===== src/rtl/bst_pkg.sv =====
package bst_pkg;
  typedef enum logic {ST_ACQ = 1'b0, ST_TRK = 1'b1} bst_state_e;

  typedef struct packed {
    logic qpsk;
    logic punct;
    logic cont_acq;
    logic man_en;
    logic mid_off;
    logic miss_off;
    logic len_off;
  } bst_mode_t;
endpackage


===== src/rtl/bst_edge_sync.sv =====
module bst_edge_sync (
  input  logic clk,
  input  logic rst,
  input  logic req_a,
  input  logic req_b,
  output logic rise_o
);
  logic r1_q, r2_q;

  always_ff @(posedge clk) begin
    if (rst) begin
      r1_q <= 1'b0;
      r2_q <= 1'b0;
    end else begin
      r1_q <= req_a | req_b;
      r2_q <= r1_q;
    end
  end

  // pulse during the cycle before the second edge; acted on at that edge
  assign rise_o = r1_q & ~r2_q;
endmodule


===== src/rtl/bst_sym_timer.sv =====
module bst_sym_timer #(
  parameter int CW = 6
) (
  input  logic          clk,
  input  logic          rst,
  input  logic          run,
  input  logic          restart,
  input  logic [CW-1:0] chips,
  output logic          at_end,
  output logic          in_win,
  output logic          at_mid
);
  logic [CW-1:0] cnt_q;
  logic [CW:0]   cnt_p1;
  logic [CW:0]   half;

  always_ff @(posedge clk) begin
    if (rst || !run || restart) cnt_q <= '0;
    else                        cnt_q <= cnt_q + 1'b1;
  end

  assign cnt_p1 = {1'b0, cnt_q} + 1'b1;
  assign half   = ({1'b0, chips} + 1'b1) >> 1;
  assign at_end = (cnt_q == chips);
  assign in_win = (cnt_p1 >= {1'b0, chips});
  assign at_mid = (cnt_p1 == half);
endmodule


===== src/rtl/bst_burst_cnt.sv =====
module bst_burst_cnt #(
  parameter int LW = 16,
  parameter int MW = 8
) (
  input  logic          clk,
  input  logic          rst,
  input  logic          clr,
  input  logic          inc_sym,
  input  logic          inc_miss,
  input  logic [LW-1:0] blen,
  input  logic [MW-1:0] lim,
  output logic          last_sym,
  output logic          over_lim
);
  localparam logic [MW:0] MISS_MAX = '1;

  logic [LW-1:0] sym_q;
  logic [MW:0]   miss_q;
  logic [LW:0]   sym_p1, n_sym;
  logic [MW+1:0] miss_p1;

  always_ff @(posedge clk) begin
    if (rst || clr) begin
      sym_q  <= '0;
      miss_q <= '0;
    end else begin
      if (inc_sym) sym_q <= sym_q + 1'b1;
      if (inc_miss && miss_q != MISS_MAX) miss_q <= miss_q + 1'b1;
    end
  end

  assign sym_p1   = {1'b0, sym_q} + 1'b1;
  assign n_sym    = {1'b0, blen} - 2'd2;
  assign miss_p1  = {1'b0, miss_q} + 1'b1;
  assign last_sym = (sym_p1 == n_sym);
  assign over_lim = (miss_p1 > {2'b00, lim});
endmodule


===== src/rtl/bst_burst_track.sv =====
module bst_burst_track #(
  parameter int CHIP_W = 6,
  parameter int LEN_W  = 16,
  parameter int MISS_W = 8
) (
  input  logic                 clk,
  input  logic                 rst,
  input  logic                 pre_det_i,
  input  logic                 thr_hit_i,
  input  logic [CHIP_W-1:0]    chips_i,
  input  logic [LEN_W/2-1:0]   blen_lo_i,
  input  logic [LEN_W/2-1:0]   blen_hi_i,
  input  logic [MISS_W-1:0]    miss_lim_i,
  input  logic                 qpsk_i,
  input  logic                 punct_i,
  input  logic                 cont_acq_i,
  input  logic                 man_en_i,
  input  logic                 mid_off_i,
  input  logic                 miss_off_i,
  input  logic                 len_off_i,
  input  logic                 mdet_reg_i,
  input  logic                 mdet_pin_i,
  input  logic                 abort_reg_i,
  input  logic                 abort_pin_i,
  output logic                 det_o,
  output logic                 miss_o,
  output logic                 bclk_o,
  output logic                 trk_o
);
  import bst_pkg::*;

  logic [CHIP_W-1:0] chips_q;
  logic [LEN_W-1:0]  blen_q;
  logic [MISS_W-1:0] lim_q;
  bst_mode_t         mode_q;
  bst_state_e        state_q, state_n;

  logic md_rise, ab_rise;
  logic at_end, in_win, at_mid;
  logic last_sym, over_lim;
  logic det_n, miss_n, bclk_n;
  logic clr, inc_sym, inc_miss, restart;

  // register fields captured on the sample clock
  always_ff @(posedge clk) begin
    if (rst) begin
      chips_q <= '0;
      blen_q  <= '0;
      lim_q   <= '0;
      mode_q  <= '0;
    end else begin
      chips_q <= chips_i;
      blen_q  <= {blen_hi_i, blen_lo_i};
      lim_q   <= miss_lim_i;
      mode_q  <= '{qpsk: qpsk_i, punct: punct_i, cont_acq: cont_acq_i,
                   man_en: man_en_i, mid_off: mid_off_i,
                   miss_off: miss_off_i, len_off: len_off_i};
    end
  end

  bst_edge_sync u_mdet (.clk(clk), .rst(rst), .req_a(mdet_reg_i),
                        .req_b(mdet_pin_i), .rise_o(md_rise));
  bst_edge_sync u_abort (.clk(clk), .rst(rst), .req_a(abort_reg_i),
                         .req_b(abort_pin_i), .rise_o(ab_rise));

  bst_sym_timer #(.CW(CHIP_W)) u_timer (
    .clk(clk), .rst(rst), .run(state_q == ST_TRK), .restart(restart),
    .chips(chips_q), .at_end(at_end), .in_win(in_win), .at_mid(at_mid));

  bst_burst_cnt #(.LW(LEN_W), .MW(MISS_W)) u_cnt (
    .clk(clk), .rst(rst), .clr(clr), .inc_sym(inc_sym), .inc_miss(inc_miss),
    .blen(blen_q), .lim(lim_q), .last_sym(last_sym), .over_lim(over_lim));

  always_comb begin
    state_n  = state_q;
    det_n    = 1'b0;
    miss_n   = 1'b0;
    bclk_n   = 1'b0;
    clr      = 1'b0;
    inc_sym  = 1'b0;
    inc_miss = 1'b0;
    restart  = 1'b0;
    if (ab_rise) begin
      state_n = ST_ACQ;
      clr     = 1'b1;
      restart = 1'b1;
    end else if (state_q == ST_ACQ) begin
      if ((md_rise && mode_q.man_en) || (pre_det_i && !mode_q.man_en)) begin
        det_n = 1'b1;
        clr   = 1'b1;
        if (!mode_q.cont_acq) state_n = ST_TRK;
      end
    end else begin
      if (md_rise && mode_q.man_en) begin
        det_n = 1'b1;
      end else if (mode_q.punct) begin
        if (at_end) begin
          det_n  = 1'b1;
          miss_n = !thr_hit_i;
        end
      end else if (in_win && thr_hit_i) begin
        det_n = 1'b1;
      end else if (at_end) begin
        det_n  = 1'b1;
        miss_n = 1'b1;
      end
      if (det_n) begin
        bclk_n  = 1'b1;
        restart = 1'b1;
        inc_sym = 1'b1;
        if (!mode_q.len_off && last_sym) state_n = ST_ACQ;
      end
      if (miss_n) begin
        inc_miss = 1'b1;
        if (!mode_q.miss_off && over_lim) state_n = ST_ACQ;
      end
      if (at_mid && mode_q.qpsk && !mode_q.mid_off) bclk_n = 1'b1;
    end
  end

  always_ff @(posedge clk) begin
    if (rst) begin
      state_q <= ST_ACQ;
      det_o   <= 1'b0;
      miss_o  <= 1'b0;
      bclk_o  <= 1'b0;
    end else begin
      state_q <= state_n;
      det_o   <= det_n;
      miss_o  <= miss_n;
      bclk_o  <= bclk_n;
    end
  end

  assign trk_o = (state_q == ST_TRK);
endmodule


===== config.mk =====
export PLATFORM = sky130hd
export DESIGN_NAME = bst_burst_track
export DESIGN_NICKNAME = d
export VERILOG_FILES = /design/src/rtl/bst_pkg.sv /design/src/rtl/bst_edge_sync.sv /design/src/rtl/bst_sym_timer.sv /design/src/rtl/bst_burst_cnt.sv /design/src/rtl/bst_burst_track.sv
export SDC_FILE = /design/constraint.sdc
export NUM_CORES = 1
export LEC_CHECK = 0
export BUFFER_PORTS_ARGS = -buffer_cell sky130_fd_sc_hd__buf_2
export CELL_PAD_IN_SITES_DETAIL_PLACEMENT = 1
export CELL_PAD_IN_SITES_GLOBAL_PLACEMENT = 1
export CORE_MARGIN = 1.5
export CORE_UTILIZATION = 34
export CTS_CLUSTER_SIZE = 14
export DETAILED_ROUTE_END_ITERATION = 7
export PLACE_DENSITY = 0.73
export SYNTH_ARGS = -nofsm -noshare
export SYNTH_HDL_FRONTEND = slang
export SYNTH_SLANG_ARGS = --single-unit

===== constraint.sdc =====
create_clock -name clk -period 5 [get_ports clk]
set_clock_uncertainty 0.2 [all_clocks]
set_input_delay 0.25 -clock clk [delete_from_list [all_inputs] [get_ports clk]]
set_output_delay 0.25 -clock clk [all_outputs]
set_load 0.05 [all_outputs]

After elaboration in Yosys (flattened, before gate mapping)
Index checks and enable logic that the tools add are counted.
{"block": "op_classes", "n_reduce_logical": 20, "magnitude_cmp": 2, "addsub": 8, "bitwise": 7, "n_mux": 31, "eq_ne": 4}
{"cell": "1-bit two-way mux", "count": 31}
{"cell": "16-bit by 1-bit adder with 17-bit output, second input constant", "count": 1}
{"cell": "17-bit == test", "count": 1}
{"cell": "16-bit by 2-bit subtractor with 17-bit output, second input constant", "count": 1}
{"cell": "16-bit by 1-bit adder with 16-bit output, second input constant", "count": 1}
{"cell": "6-bit by 1-bit adder with 7-bit output, second input constant", "count": 2}
{"cell": "9-bit by 1-bit adder with 10-bit output, second input constant", "count": 1}
{"cell": "10-bit by 8-bit > comparator with 1-bit output", "count": 1}
{"cell": "9-bit by 1-bit adder with 9-bit output, second input constant", "count": 1}
{"cell": "9-bit != test, second input constant", "count": 1}
{"cell": "1-bit logical AND", "count": 8}
{"cell": "7-bit by 6-bit == test with 1-bit output", "count": 1}
{"cell": "7-bit by 6-bit >= comparator with 1-bit output", "count": 1}
{"cell": "6-bit by 1-bit adder with 6-bit output, second input constant", "count": 1}
{"cell": "6-bit == test", "count": 1}
{"cell": "1-bit zero test", "count": 6}
{"cell": "1-bit logical OR", "count": 4}
{"cell": "1-bit NOT", "count": 3}
{"cell": "3-bit OR reduction", "count": 1}
{"cell": "1-bit bitwise AND", "count": 2}
{"cell": "1-bit OR", "count": 2}
{"cell": "2-bit OR reduction", "count": 1}
{"block": "totals", "elab_cells": 93, "regBits": 76, "out_inout_bits": 4}

Longest topological paths before layout
Gate-level depths: netlist (run 1).
{"block": "depth", "word_depth": 12, "mapped_depth": 13, "ltp_nobuf": 12}

Hierarchy
Synthesis (run 1) repeated with hierarchy kept, for this count alone.
{"block": "hier_totals", "hier_cells": 465, "area_unflattened_um2": 4149.0}
{"module": "bst_burst_cnt", "area_each_um2": 2102.0, "instances": 1, "cells_per_inst": 261}
{"module": "bst_burst_track", "area_each_um2": 1253.7, "instances": 1, "cells_per_inst": 108}
{"module": "bst_sym_timer", "area_each_um2": 668.1, "instances": 1, "cells_per_inst": 86}
{"module": "bst_edge_sync", "area_each_um2": 62.6, "instances": 2, "cells_per_inst": 5}

Least setup slack after synthesis (run 1)
OpenSTA, ideal clock, no wires.
{"block": "synth_timing", "kind": "reg-to-reg", "from": "reg u_timer.cnt_q[0]", "to": "reg u_cnt.sym_q[0]", "arrival_ns": 2.708, "t_required_ns": 4.672, "setup_slack_ns": 1.964, "n_path_buf": 1, "path_stages_with_launch": 14, "synth_period_minus_slack_ns": 3.036, "cell_sequence": "dfxtp_1 > ha_1 > and3_1 > xnor2_1 > inv_1 > ha_1 > a21o_1 > a221oi_1 > o21ai_0 > a311oi_1 > clkbuf_1 > nor2_1 > xnor2_1 > nor2_1"}
{"block": "synth_between", "elab_chain_cells": 11, "word_cells_on_any_way": 13, "cone_classes": "add/sub (1); order compare (1); eq/ne (1); mux (9); reduce/logical (1)"}
{"element": "start, declared", "line": "bst_sym_timer.sv:13", "text": "logic [CW-1:0] cnt_q;"}
{"element": "start signal, assigned", "line": "bst_sym_timer.sv:19", "text": "else cnt_q <= cnt_q + 1'b1;"}
{"element": "6-bit by 1-bit adder with 7-bit output", "line": "bst_sym_timer.sv:22", "text": "assign cnt_p1 = {1'b0, cnt_q} + 1'b1;"}
{"element": "named net u_timer.cnt_p1[4]", "line": "bst_sym_timer.sv:14", "text": "logic [CW:0] cnt_p1;"}
{"element": "7-bit by 6-bit >= comparator with 1-bit output", "line": "bst_sym_timer.sv:25", "text": "assign in_win = (cnt_p1 >= {1'b0, chips});"}
{"element": "1-bit logical AND", "line": "bst_burst_track.sv:101", "text": "end else if (in_win && thr_hit_i) begin"}
{"element": "1-bit two-way mux", "line": "bst_burst_track.sv:101"}
{"element": "1-bit two-way mux", "line": "bst_burst_track.sv:96", "text": "end else if (mode_q.punct) begin"}
{"element": "1-bit two-way mux", "line": "bst_burst_track.sv:94", "text": "if (md_rise && mode_q.man_en) begin"}
{"element": "1-bit two-way mux", "line": "bst_burst_track.sv:87", "text": "end else if (state_q == ST_ACQ) begin"}
{"element": "1-bit two-way mux", "line": "bst_burst_track.sv:83", "text": "if (ab_rise) begin"}
{"element": "1-bit two-way mux", "line": "bst_burst_track.sv:107", "text": "if (det_n) begin"}
{"element": "1-bit two-way mux", "line": "bst_burst_track.sv:87"}
{"element": "1-bit two-way mux", "line": "bst_burst_track.sv:83"}
{"element": "end signal, assigned", "line": "bst_burst_cnt.sv:27", "text": "if (inc_sym) sym_q <= sym_q + 1'b1;"}
{"element": "end, declared", "line": "bst_burst_cnt.sv:17", "text": "logic [LW-1:0] sym_q;"}
The timed path passes the listed nets, and every way through them passes these cells. The select of a mux whose other input is x is not followed.
A chain may end at the register's enable or synchronous reset.

Final worst setup path (run 1)
{"block": "layout_timing", "from": "reg u_timer.cnt_q[0]", "to": "reg u_timer.cnt_q[2]"}
{"block": "layout_between", "elab_chain_cells": 12, "word_cells_on_any_way": 15, "cone_classes": "add/sub (2); order compare (1); eq/ne (1); mux (9); reduce/logical (2)"}
{"element": "6-bit by 1-bit adder with 7-bit output", "line": "bst_sym_timer.sv:22"}
{"element": "named net u_timer.cnt_p1[4]", "line": "bst_sym_timer.sv:14"}
{"element": "7-bit by 6-bit >= comparator with 1-bit output", "line": "bst_sym_timer.sv:25"}
{"element": "1-bit logical AND", "line": "bst_burst_track.sv:101"}
{"element": "1-bit two-way mux", "line": "bst_burst_track.sv:101"}
{"element": "1-bit two-way mux", "line": "bst_burst_track.sv:96"}
{"element": "1-bit two-way mux", "line": "bst_burst_track.sv:94"}
{"element": "1-bit two-way mux", "line": "bst_burst_track.sv:87"}
{"element": "1-bit two-way mux", "line": "bst_burst_track.sv:83"}
{"element": "1-bit two-way mux", "line": "bst_burst_track.sv:107"}
{"element": "1-bit two-way mux", "line": "bst_burst_track.sv:87"}
{"element": "1-bit two-way mux", "line": "bst_burst_track.sv:83"}
{"element": "1-bit logical OR", "line": "bst_sym_timer.sv:18", "text": "if (rst || !run || restart) cnt_q <= '0;"}
The timed path passes the listed nets, and every way through them passes these cells. The select of a mux whose other input is x is not followed.

==> results of run 1 <==
[layer usage]
metal / wire, um / share of wire
met5: 0 / 0
met4: 223 / 0.020
met3: 264 / 0.023
met2: 5690 / 0.50
met1: 5090 / 0.45
[through the flow]
stage | hold slack (ps) | std cells | worst slack [ps]
final | 237 | 700 | 1240
after global placement | 257 | 643 | 1380
after global routing | 259 | 700 | 979
after CTS | 201 | 700 | 1260
after detailed placement | 260 | 643 | 1270
after floorplan | 122 | 465 | 1960
[sequential cells by signal (all words and copies together) (netlist names), 6 cells and up]
register,flops
blen_q,16
u_cnt.miss_q,9
mode_q,7
lim_q,8
u_cnt.sym_q,16
chips_q,6
u_timer.cnt_q,6
[worst min-delay path, cell delays in order]
cell and delay, ps:
sky130_fd_sc_hd__buf_2 100, sky130_fd_sc_hd__nand2b_1 60, sky130_fd_sc_hd__a21o_1 220, sky130_fd_sc_hd__a21oi_1 90
[logic make-up (layout without fill, tap and decap cells)]
group,count (synthesis),count (layout)
adder cells (fa/ha/maj),20,20
AND/OR/NAND/NOR,201,201
multiplexers,4,4
AO/OA/AOI/OAI,42,42
XOR/XNOR,82,82
buffers and inverters,40,128
flip-flops,76,76
[worst paths after layout]
path,start,endpoint,slack (ps)
setup / recovery,u_timer.cnt_q[0],u_timer.cnt_q[2],1240
hold / removal,pre_det_i,det_o,240
setup reg to reg,u_timer.cnt_q[0],u_timer.cnt_q[2],1240
hold reg to reg,u_abort.r1_q,u_abort.r2_q,280
[layout make-up]
cell class | instances | area, um2 | share of cell area
sequential | 76 | 1520 | 0.293
clock inverter | 4 | 32.5 | 0.00627
tap | 147 | 184 | 0.0354
inverter | 22 | 82.6 | 0.0159
multi-input combinational | 349 | 2460 | 0.473
clock buffer | 12 | 256 | 0.0494
timing repair buffer | 90 | 658 | 0.127
[layout by cell type (no fill, tap or decap), drive strengths merged, types with 2 or more instances in the layout]
| cell | Yosys | final |
|---|---|---|
| and2 | 3 | 3 |
| nor4 | 12 | 12 |
| a21oi | 10 | 10 |
| o21ai | 10 | 10 |
| clkbuf | 13 | 12 |
| ha | 20 | 20 |
| and4 | 2 | 2 |
| dlygate4sd3 | 0 | 41 |
| nand4 | 13 | 13 |
| nor3b | 4 | 4 |
| nor2 | 43 | 43 |
| nand3 | 19 | 19 |
| a211o | 2 | 2 |
| mux2i | 3 | 3 |
| buf | 5 | 49 |
| nand2 | 18 | 18 |
| nand2b | 5 | 5 |
| inv | 22 | 23 |
| xnor2 | 64 | 64 |
| dfxtp | 76 | 76 |
| or2 | 2 | 2 |
| xor2 | 17 | 17 |
| o21a | 2 | 2 |
| a211oi | 2 | 2 |
| or3 | 4 | 4 |
| nand4b | 2 | 2 |
| a21o | 3 | 3 |
| nor2b | 43 | 43 |
| a31oi | 2 | 2 |
| clkinvlp | 0 | 2 |
| nor3 | 20 | 20 |
| or4 | 2 | 2 |
| and3 | 6 | 6 |
[power groups by stage]
stage	logic [W]	clock network [W]	registers (W)
detailed placement	0.000152	0	0.000657
CTS	0.000179	0.000639	0.000643
global route	0.000199	0.000669	0.000646
finish	0.000180	0.000631	0.000643
global placement	0.000149	0	0.000656
floorplan	0.000102	0	0.000656
==> impl_metrics.csv, run 1 <==
group,metric,value,unit
run_status,outcome,"completed",
clock_network,cts_root_buf,"sky130_fd_sc_hd__clkbuf_16",
drt,post_drt_wl_per_cell,16.1,um
critical_path,timing.critical_path.slowest_cell_delay,660,ps
timing,timing.fmax,266,MHz
logic_synthesis,synth.area.top_cells,"sky130_fd_sc_hd__dfxtp_1 37%, sky130_fd_sc_hd__xnor2_1 14%, sky130_fd_sc_hd__nor2b_1 6.5%",
logic_synthesis,yosysSeqAreaShare,0.368,
clock_network,ctsResizeCount,0,
hold_path,timing.hold.worst.class,"input port to flip-flop",
logic_synthesis,post_synthesis_compound_gate_area_fraction,0.0672,
power,cellPowerDensity,280,mW/mm2
logic_synthesis,post_synth_mux_area_share,0.00999,
drt,detail-route-antenna-nets,0,
critical_path,crit_cells,12,
global_routing,grt-busiest-layer,"met2",
logic_synthesis,ys_dominant_reg_cell,"sky130_fd_sc_hd__dfxtp_1",
finish,final_layout_size_suffix_gt1_frac,0.141,
clock_network,htreeDepth,3,
global_routing,globalRouteTotalUtil,0.187,
die,floorplan.die.width,113,um
critical_path,path_cells,"ha_1 -> and3_1 -> xnor2_1 -> inv_1 -> ha_1 -> a21o_1 -> a221oi_1 -> o21ai_0 -> a311oi_2 -> buf_4 -> nand3_1 -> nor2b_1",
die,floorplan.core_area,0.0119,mm2
logic_synthesis,syn_inst,465,
logic_synthesis,synth_top_cell_area_share,0.368,
drt,drt_pass1_iterations,4,
timing,final-max-slew-violation-count,0,
critical_path,worstPathRequired,5060,ps
global_routing,groute.layer.met2.usage,0.338,
finish,area_growth_syn_to_layout,25.6,%
logic_synthesis,post_synth_xor_xnor_area,0.177,
critical_path,cp_top_family,"compound AO/OA/AOI/OAI gates",
finish,stdcell_area,0.00519,mm2
critical_path,cp-start-kind,"flip-flop",
drt,drt-initial-drc-count,104,
place,postPlaceCellArea,0.00449,mm2
critical_path,crit_slowest_cell,"sky130_fd_sc_hd__a311oi_2",
timing,hold_viol,0,
flow_run,number_of_maximum_capacitance_violations,0,
power,p_int,0.00108,W
critical_path,ff2ff_path_depth,12,
hold_path,worstHoldPathCells,4,
power,pwr-share-comb,0.124,
logic_synthesis,combinational_family_with_the_most_area_after_synthesis,"simple AND/OR/NAND/NOR gates",
place,io_buffers,48,
timing,final-setup-viol-count,0,
global_routing,groute.layer.met3.usage,0.0370,
global_routing,largest_net_degree_at_the_start_of_global_routing,44,
clock_network,tritoncts,"done",
critical_path,critical_path.most_common_cell,"sky130_fd_sc_hd__ha_1",
power,netSwitchingFraction,0.258,
global_routing,grt_first_pass_wirelength,19100,um
timing,tightest_slew,920,ps
die,die_height,113,um
power,power.sequential.fraction,0.442,
timing,setup_total_negative_slack,0,ps
clock_network,cts_hold_buf,41,
logic_synthesis,syn_nets,530,
logic_synthesis,ys_top_cells_by_count,"76 x sky130_fd_sc_hd__dfxtp_1, 64 x sky130_fd_sc_hd__xnor2_1, 43 x sky130_fd_sc_hd__nor2b_1, 42 x sky130_fd_sc_hd__nor2_1, 22 x sky130_fd_sc_hd__inv_1",
critical_path,worstSetupPathType,"flip-flop to flip-flop",
critical_path,critical_path.n_buffers_inverters,2,
drt,routed-via-count,3530,
critical_path,cp.arrival,3820,ps
logic_synthesis,synthAdderAreaFrac,0.0605,
logic_synthesis,post-synth-top-count-cell,"sky130_fd_sc_hd__dfxtp_1",
logic_synthesis,synth-seq-cells,76,
timing,fin_crit_sh,0.752,
die,row_count,40,
timing,tmin_final,3760,ps
clock_network,numCtsBuffers,9,
finish,final_core_util,0.436,
drt,via_per_inst,5.04,
logic_synthesis,post_synth.cell_area_avg,8.89,um2
critical_path,worst_setup_path_end_kind,"flip-flop",
clock_network,clk_path_buf_depth,2,
drt,routed_wirelength,11300,um
finish,antenna_cells_inserted,0,
critical_path,critical_path_peak_fanout,13,
global_routing,overflow,0,
clock_network,clock-sinks,76,
global_routing,grt_pass1_vias,3860,
power,leakagePower,2.01,nW
global_routing,met1_usage,0.224,
power,post-layout-total-power,0.00145,W
clock_network,cts.repair_timing.setup_buffer_count,0,
logic_synthesis,post-synth-top-area-cell,"sky130_fd_sc_hd__dfxtp_1",
drt,drt_drc_violations_left,0,
power,irDropWorstVdd,0.168,mV
logic_synthesis,synth_async_sr_flop_share,0,
finish,finish.net_count,613,
place,routabilityCongestion,0.863,
logic_synthesis,synthSimpleGateAreaFrac,0.278,
timing,grt_setup_unrepaired,"no",
power,p_clk_frac,0.434,
logic_synthesis,mapped_area,0.00413,mm2
logic_synthesis,yosysWarningCount,0,
clock_network,clkTransAtPathRegs,60,ps
logic_synthesis,ys_types,54,
clock_network,insertion_delay,340,ps
timing,remaining_max_slew_budget_at_the_tightest_pin,0.385,
logic_synthesis,number_of_enable_type_register_cells_in_the_synthesized_netlist,0,
power,switchingPower,0.000375,W
place,detailed_place_hpwl,7870,um
die,ioPinCount,49,
global_routing,antenna_found_initial,0,
finish,final.fill_count,1400,
die,die-area,0.0128,mm2
die,start_util,0.347,
No activity file was read; power rests on OpenSTA's default activity.
==> inputs of run 2 (changes only) <==
--- a/config.mk
+++ b/config.mk
@@ -12,7 +12,7 @@
 export CORE_UTILIZATION = 34
 export CTS_CLUSTER_SIZE = 14
 export DETAILED_ROUTE_END_ITERATION = 7
-export PLACE_DENSITY = 0.73
+export PLACE_DENSITY = 0.75
 export SYNTH_ARGS = -nofsm -noshare
 export SYNTH_HDL_FRONTEND = slang
 export SYNTH_SLANG_ARGS = --single-unit
==> constraint.sdc (replaced) <==
create_clock -name clk -period 3.3 [get_ports clk]
set_clock_uncertainty 0.2 [all_clocks]
set_input_delay 0.165 -clock clk [delete_from_list [all_inputs] [get_ports clk]]
set_output_delay 0.165 -clock clk [all_outputs]
set_load 0.05 [all_outputs]
==> run 2 against run 1 <==
  * Register-to-register slack worse by 1200 ps
  * Largest power group is now clock
  * Hold slack worse by 190 ps
  * Design area is 3.6% higher
  * Worst setup slack worse by 1200 ps
  * Wire length is 16% higher
  * Critical path type unchanged
==> impl_metrics.csv, run 2 (same netlist as run 1, synthesis figures left out) <==
group,metric,value,unit
die,floorplan.die.width,113,um
global_routing,largest_net_degree_at_the_start_of_global_routing,43,
clock_network,cts_root_buf,"sky130_fd_sc_hd__clkbuf_16",
place,routabilityCongestion,0.843,
hold_path,hold-path-endpoint,"det_o",
critical_path,worst_setup_path_end_kind,"flip-flop",
drt,met2_wirelength,6830,um
critical_path,ff2ff_path_depth,14,
place,detailed_place_hpwl,8070,um
clock_network,numCtsBuffers,9,
drt,detail-route-antenna-nets,0,
timing,tmin_final,3230,ps
die,floorplan.core_area,0.0119,mm2
critical_path,critical_path_peak_fanout,10,
timing,final-max-slew-violation-count,0,
finish,leading_cell_type_in_the_layout_fill_and_taps_excluded,"sky130_fd_sc_hd__dfxtp_1",
drt,topRoutingLayerUsed,"met4",
drt,post_drt_wl_per_cell,18.3,um
timing,final-setup-viol-count,0,
critical_path,worstPathRequired,3300,ps
drt,routed_wirelength,13100,um
timing,setup_total_negative_slack,0,ps
timing,timing.fmax,310,MHz
place,io_buffers,48,
critical_path,timing.rr.end,"u_cnt.sym_q[9]",
clock_network,clk_path_buf_depth,2,
finish,antenna_cells_inserted,0,
hold_path,timing.hold.worst.class,"input port to flip-flop",
timing,hold_viol,0,
critical_path,worstSetupPathType,"flip-flop to flip-flop",
place,postPlaceCellArea,0.00457,mm2
power,irDropWorstVdd,0.275,mV
place,place_ws,-19.7,ps
drt,via_per_inst,5.24,
power,leakagePower,2.11,nW
clock_network,htreeDepth,3,
finish,final_core_util,0.451,
finish,mostFrequentLayoutCells,"75 x sky130_fd_sc_hd__dfxtp_1, 63 x sky130_fd_sc_hd__xnor2_1, 48 x sky130_fd_sc_hd__buf_2",
critical_path,path_cells,"ha_1 -> and3_2 -> xnor2_2 -> inv_1 -> ha_1 -> a21o_1 -> a221oi_2 -> o21ai_2 -> a311oi_4 -> buf_4 -> buf_12 -> nor4_1 -> xnor2_1 -> nor2_1",
global_routing,grt_first_pass_wirelength,20700,um
finish,final_layout_size_suffix_gt1_frac,0.171,
die,ioPinCount,49,
drt,wl_met3,442,um
clock_network,insertion_delay,350,ps
hold_path,hp-start,"rst",
die,start_util,0.347,
die,die_height,113,um
critical_path,cp-start-kind,"flip-flop",
critical_path,timing.critical_path.slowest_cell_delay,350,ps
timing,fin_crit_sh,0.979,
power,cellPowerDensity,432,mW/mm2
clock_network,clkTransAtPathRegs,60,ps
drt,routed-via-count,3736,
global_routing,grt_pass1_vias,3975,
run_status,outcome,"completed",
drt,drt_drc_violations_left,0,
hold_path,worstHoldPathCells,3,
finish,biggestRegsByFlops,"blen_q x16, u_cnt.sym_q x16, u_cnt.miss_q x9",
flow_run,number_of_maximum_capacitance_violations,0,
global_routing,antenna_found_initial,0,
timing,tightest_slew,949,ps
finish,area_growth_syn_to_layout,30.1,%
die,row_count,40,
drt,drt-initial-drc-count,233,
global_routing,overflow,0,
critical_path,crit_slowest_cell,"sky130_fd_sc_hd__dfxtp_2",
clock_network,clock-sinks,76,
timing,remaining_max_slew_budget_at_the_tightest_pin,0.366,
critical_path,critical_path.most_common_cell,"sky130_fd_sc_hd__ha_1",
die,die-area,0.0128,mm2
drt,drt_pass1_iterations,4,
critical_path,setup.reg_to_reg.worst_slack,70,ps
drt,wl_met1,5330,um
finish,finish.net_count,626,
clock_network,tritoncts,"done",
timing,postLayoutSetupSlackWorst,70.8,ps
finish,stdcell_area,0.00538,mm2
critical_path,worst_flop_to_flop_path_startpoint,"u_timer.cnt_q[0]",
critical_path,cp.arrival,3230,ps
global_routing,globalRouteTotalUtil,0.206,
## run 2: power by group
group / internal [W] / switching, W
Sequential: 0.000948 / 0.0000271
Clock: 0.000625 / 0.000400
Combinational: 0.000158 / 0.000162
## run 2: per-stage QoR
step	power, W	hold WS, ps	instances
2_1_floorplan	0.00115	36.6	465
3_3_place_gp	0.00123	176	652
3_5_place_dp	0.00124	177	652
4_1_cts	0.00228	51.2	709
5_1_grt	0.00240	72.8	713
6_report	0.00232	49.8	713
## run 2: routing by layer
layer / track usage / vias to the layer above
li1: - / 1788
met1: 0.237 / 1813
met2: 0.380 / 103
met3: 0.0241 / 32
met4: 0.0975 / 0
met5: 0 / -
## run 2: worst max-delay path: cells and delay by family, from the launching register on
| family | cells | cell delay (ps) |
|---|---|---|
| adders and majority gates | 2 | 550 |
| DFF | 1 | 350 |
| xor gates and xnor gates | 2 | 340 |
| AOI/OAI and AO/OA | 4 | 880 |
| buffers and inverters | 3 | 360 |
| and+or+nand+nor | 3 | 400 |
## run 2: what timing repair did
item,4_1_cts,5_1_grt
hold endpoints to repair,39,0
setup buffers,0,2
setup endpoints to repair,30,32
cloned,0,2
gates resized for setup,2,7
hold buffers,41,0
pin swaps,1,1
## run 2: area by class of cell
class,instances,area [um2]
fillers,1359,6540
multi-input cells,349,2490
flip-flops and latches,76,1520
repair buffers,103,790
clock buffers,12,256
well taps,147,184
inverters,22,82.6
clock inverters,4,47.5
## run 2: how the worst max path moves through the flow
stage / startpoint / end / slack (ps) / cells past startpoint
after floorplan: u_timer.cnt_q[0] / u_cnt.sym_q[0] / 260 / 13
after global placement: u_timer.cnt_q[0] / u_cnt.miss_q[7] / 180 / 12
after detailed placement: u_timer.cnt_q[0] / u_cnt.miss_q[7] / -20 / 12
after CTS: u_timer.cnt_q[0] / u_timer.cnt_q[0] / 40 / 12
final: u_timer.cnt_q[0] / u_cnt.sym_q[9] / 70 / 14
after global routing: u_timer.cnt_q[1] / u_cnt.sym_q[13] / -70 / 14
